[src/rtl/wiper_stepper.sv]
module wiper_stepper #(
  parameter int NUM_POTS      = 4,
  parameter int TAP_W         = 8,
  parameter int RESET_TAP     = 128,
  parameter int SETTLE_CYCLES = 20,
  localparam int IDX_W  = (NUM_POTS > 1) ? $clog2(NUM_POTS) : 1,
  localparam int FLAT_W = NUM_POTS * TAP_W,
  localparam int CNT_W  = $clog2(SETTLE_CYCLES + 1)
) (
  input  logic             clk,
  input  logic             rst_n,
  input  logic             cs_n,
  input  logic             step_enable,
  input  logic [IDX_W-1:0] pot_sel,
  input  logic             sck_rise,
  input  logic             si_level,
  output logic [FLAT_W-1:0] wiper_flat,
  output logic             wiper_changed,
  output logic [IDX_W-1:0] changed_idx,
  output logic [TAP_W-1:0] changed_value,
  output logic             wiper_settling
);

  logic             active_q;
  logic [IDX_W-1:0] sel_q;
  logic [TAP_W-1:0] tap_q [NUM_POTS];
  logic [CNT_W-1:0] settle_q;

  wire              step  = active_q && sck_rise && !cs_n;
  wire [TAP_W-1:0]  cur   = tap_q[sel_q];
  wire              moves = step && (si_level ? !(&cur) : (|cur));
  wire [TAP_W-1:0]  nxt   = si_level ? cur + 1'b1 : cur - 1'b1;

  always_ff @(posedge clk or negedge rst_n) begin
    if (!rst_n) begin
      active_q <= 1'b0;
      sel_q    <= '0;
    end else if (cs_n) begin
      active_q <= 1'b0;
    end else if (step_enable) begin
      active_q <= 1'b1;
      sel_q    <= pot_sel;
    end
  end

  for (genvar i = 0; i < NUM_POTS; i++) begin : g_tap
    always_ff @(posedge clk or negedge rst_n) begin
      if (!rst_n)
        tap_q[i] <= TAP_W'(RESET_TAP);
      else if (moves && sel_q == IDX_W'(i))
        tap_q[i] <= nxt;
    end
    assign wiper_flat[i*TAP_W +: TAP_W] = tap_q[i];
  end

  always_ff @(posedge clk or negedge rst_n) begin
    if (!rst_n) begin
      wiper_changed <= 1'b0;
      changed_idx   <= '0;
      changed_value <= '0;
      settle_q      <= '0;
    end else begin
      wiper_changed <= moves;
      if (moves) begin
        changed_idx   <= sel_q;
        changed_value <= nxt;
        settle_q      <= CNT_W'(SETTLE_CYCLES);
      end else if (settle_q != '0) begin
        settle_q <= settle_q - 1'b1;
      end
    end
  end

  assign wiper_settling = (settle_q != '0);

endmodule

[config.mk]
export PLATFORM = sky130hd
export DESIGN_NAME = wiper_stepper
export DESIGN_NICKNAME = d
export VERILOG_FILES = /design/src/rtl/wiper_stepper.sv
export SDC_FILE = /design/constraint.sdc
export NUM_CORES = 1
export LEC_CHECK = 0
export CELL_PAD_IN_SITES_DETAIL_PLACEMENT = 0
export CELL_PAD_IN_SITES_GLOBAL_PLACEMENT = 1
export CORE_MARGIN = 2
export CORE_UTILIZATION = 41
export CTS_CLUSTER_DIAMETER = 50
export CTS_CLUSTER_SIZE = 30
export DETAILED_ROUTE_END_ITERATION = 8
export PLACE_DENSITY_LB_ADDON = 0.1
export SKIP_LAST_GASP = 1
export SLEW_MARGIN = 15
export SYNTH_ARGS = -nofsm -noshare
export SYNTH_HDL_FRONTEND = slang
export SYNTH_SLANG_ARGS = --single-unit
[constraint.sdc]
create_clock -name clk -period 3.5 [get_ports clk]
set_clock_uncertainty 0.1 [all_clocks]
set_input_delay 0.7 -clock clk [delete_from_list [all_inputs] [get_ports clk]]
set_output_delay 0.7 -clock clk [all_outputs]
set_load 0.03 [all_outputs]
Yosys cells after proc, flatten, opt, wreduce, memory -nomap -nowiden
Cells that the tools add are included. Widths: inputs -> output; s select.

Add/sub/neg operators: 3. Order comparisons: 1. Equal/unequal tests: 3. Mux-type cells: 9. Bitwise logic cells: 2. Reduce and logical (&&, ||, !) cells: 16.

Operators by type and width (count): $mux 8 (3); $bmux 8 s2 (1); $mux 5 (2); $add 8x1->8 const B (1); $reduce_and 8->1 (1); $reduce_or 8->1 (1); $sub 8x1->8 const B (1); $logic_and 1x1->1 (7); $reduce_bool 5->1 (1); $sub 5x1->5 const B (1); $eq 2x2->1 const B (2); $reduce_bool 2->1 (2); $ge 3x3->1 const B (1); $mux 1 (3); $not 2->3 (1); $eq 2x1->1 const B (1); $logic_not 1->1 (2); $logic_not 2->1 (1); $reduce_and 2->1 (1); $not 1->1 (1).

Flip-flop bits (word level): 51. Input bits: 8. Output and inout port bits: 44. Word-level logic and storage cells: 44.

Longest topological paths before layout
Depth in word-level cells: 9. Gate-level depth with buffers: 10.

Least setup slack after synthesis
Ideal clock, no wire load.

Kind: register to register. Start point: reg sel_q[0]. End point: reg tap_q, in the netlist wiper_flat[14]. Data arrival time: 2728 ps. Path slack: 605 ps. Cell stages (with the launch flop): 9. Cells stage by stage: dfrtp_1 buf_6 mux4_2 fa_1 a21o_1 a21o_1 a2111o_1 o311ai_0 mux2_2.

Longest elaborated chain between the ends: 9.

Ends and longest elaborated chain: start, declared (line 25) `logic [IDX_W-1:0] sel_q;`; start signal, assigned (line 42) `sel_q <= pot_sel;`; branches (longest 9 deep; another with $sub 8x1->8); end signal, assigned by index (line 49) `tap_q[i] <= TAP_W'(RESET_TAP);`; end signal, assigned by index (line 51) `tap_q[i] <= nxt;`; end, declared (line 26) `logic [TAP_W-1:0] tap_q [NUM_POTS];`.

Several ways; the timed one is not identified. The select of a mux whose other input is x is not followed. A chain may end at the register's enable or synchronous reset.

Final worst setup path
Start point: reg sel_q[0]. End point: reg tap_q, in the netlist wiper_flat[19].

Same word-level chain as after synthesis.

==> results_dict.tcl <==
set metrics [dict create \
    fin_cells 342 \
    drv_slew 0 \
    synth.distinct_cells 46 \
    drc 0 \
    grt-ovfl-total 0 \
    htreeDepth 2 \
    start_util_pct 42.1 \
    drv_cap 0 \
    powerDensity_nw_per_um2 1050 \
    drt-initial-drc-count 84 \
    dp_worst_setup_slack_ns 0.0457 \
    layout_commonest_cell "clkdlybuf4s50_1" \
    ant_nets 0 \
    synth_ff_type "dfrtp_1" \
    num_vias 1929 \
    track_usage_pct 19.5 \
    dp_hpwl_mm 4.65 \
    die-width_um 84.5 \
    grt_pass1_vias 1975 \
    fmax_ghz 0.304 \
    ys_seq_area_share_pct 48.2 \
    end_kind "flip-flop" \
    leakagePower_nw 1.40 \
    numPortBuffers 51 \
    antenna_found_initial 0 \
    dieArea_um2 7140 \
    cp-start-kind "flip-flop" \
    syn_area_um2 2660 \
    ys_ff_latch 51 \
    dp_cells 334 \
    multi_input_area_um2 1290 \
    grt_pass1_wl_mm 10.7 \
    clk_latency_ns 0.32 \
    synth_area_leaders "dfrtp_1 44%, mux2_2 9.3%, mux4_2 6.8%" \
    ys_async_sr_fraction_pct 100 \
    first_pass_iters 4 \
    avgRoutedWirePerCell_um 19.1 \
    grt_max_degree 35 \
    final_cell_mix "50 x clkdlybuf4s50_1, 47 x dfrtp_1, 22 x mux2_2, 15 x o31ai_1, 9 x nor2_1" \
    seq_area_um2 1280 \
    core_um2 6310 \
    routed_wl_mm 6.54 \
    clkSinkCount 51 \
    peakVddDrop_uv 506 \
    period_share_pct 93.8 \
    cts_buffers 5 \
    via_per_inst 5.64 \
    row_count 29 \
    worstMarginPinSlew_ns 0.756 \
    ys_warn_count 0 \
    hp-class "input pin to asynchronous set/reset pin" \
    grt_setup_unrepaired "false" \
    fin_tns_setup_ns 0 \
    cts_tree "built" \
    synth_top_area_share_pct 44.3 \
    synth_nets 226 \
    placed_area_um2 3260 \
    hold_viol_final 0 \
    clockBufferDepth 2 \
    period_needed_ns 3.28 \
    setup_slack_ns 0.215 \
    relSlewSlack_pct 49.2 \
    crit_type "flip-flop to flip-flop" \
    synth_edf_count 0 \
    reg2reg_from "sel_q[0]$_DFFE_PN0P_" \
    status "complete, no violations" \
    dieHeight_um 84.5 \
    arrival_ns 3.39 \
    gp_congestion 0.892 \
    n_antenna_cell 0 \
    crit_path_start "sel_q[0]$_DFFE_PN0P_" \
    synthCells 210 \
    setup_viol_count_final 0 \
    cp.required_ns 3.60 \
    hold_ws_ns 0.198 \
    synth_area_leader_cell "dfrtp_1" \
    clk_pin_slew_ns 0.10 \
    area_growth_pct 26.3 \
    drive_gt1_share_pct 23.8 \
    pin_count 52 \
    avgSynthCellArea_um2 12.7 \
    cts_root_buffer "clkbuf_8" \
    critPathMaxFanout 20 \
    num-fill-cells 567 \
    final_cell_area_um2 3360 \
    nets 280 \
    ff2ff_setup_slack_ns 0.22 \
]
critical path, cell delays in order (launching register included):
cell	delay (ns)
dfrtp_1	0.75
mux4_2	0.67
or4_4	0.57
nor4_4	0.26
buf_4	0.29
nor4_1	0.08
buf_4	0.20
mux2_2	0.26
logic make-up after synthesis:
family	Yosys count	synth area share, %
flops	51	48.2
compound gates	46	12.6
simple gates	38	8.62
mux	37	19.7
buf+inv	20	3.58
xor+xnor	10	3.30
fa+ha+maj	8	4.05
final timing paths:
check | cells after the start | endpoint
worst max-delay path | 7 | wiper_flat[19]$_DFFE_PN0P_
worst min-delay path | 1 | changed_value[5]$_DFFE_PN0P_
worst max register to register | 7 | wiper_flat[19]$_DFFE_PN0P_
worst min register to register | 2 | wiper_flat[23]$_DFFE_PN1P_
max in group asynchronous | 2 | wiper_flat[31]$_DFFE_PN1P_
min in group clk | 2 | wiper_flat[23]$_DFFE_PN1P_
layer usage:
metal  global-route usage [%]  routed length (um)
met1                     29.0                3250
met2                     29.1                2940
met3                     4.13                 259
met4                     5.19                  86
met5                        0                   0
cell type report:
type                       count  area share (%)
multi-input combinational    139            38.3
clock buffer                   7            2.57
tap                           77            2.87
sequential                    51            38.2
timing repair buffer          59            16.8
clock inverter                 1           0.261
inverter                       8           0.969
Yosys cell counts, drive strengths merged (6+ instances only):
| master | count |
|---|---|
| ha | 7 |
| nand2 | 8 |
| inv | 8 |
| o21ai | 7 |
| dfrtp | 47 |
| o31ai | 16 |
| xnor2 | 7 |
| mux4 | 8 |
| buf | 6 |
| mux2 | 27 |
| nor2 | 9 |
| clkbuf | 6 |
sequential cells by signal (all words and copies together), names as in the netlist:
name / cells
sel_q: 2
wiper_flat: 32
changed_idx: 2
settle_q: 5
active_q: 1
wiper_changed: 1
changed_value: 8
what timing repair did:
item | CTS | global route
hold buffers | 0 | 0
buffers inserted | 0 | 0
resized for setup | 0 | 1
endpoints found under the hold margin | 0 | 0
setup endpoints to repair | 0 | 5
where the power goes:
group / switching, mW / total (mW) / internal (mW) / leakage (nW)
Clock: 0.213 / 0.376 / 0.163 / 0.0484
Combinational: 1.15 / 2.04 / 0.899 / 0.721
Sequential: 0.222 / 1.09 / 0.869 / 0.627
Total: 1.58 / 3.51 / 1.93 / 1.40
per-stage QoR:
| step | utilization (%) | total power, mW |
|---|---|---|
| 2_1_floorplan | - | 2.39 |
| 5_1_grt | 53.2 | 3.74 |
| 6_report | 53.2 | 3.51 |
| 3_5_place_dp | 51.7 | 3.14 |
| 3_3_place_gp | 51.7 | 3.14 |
| 4_1_cts | 53.2 | 3.53 |
(Power assumes the default switching activity.)
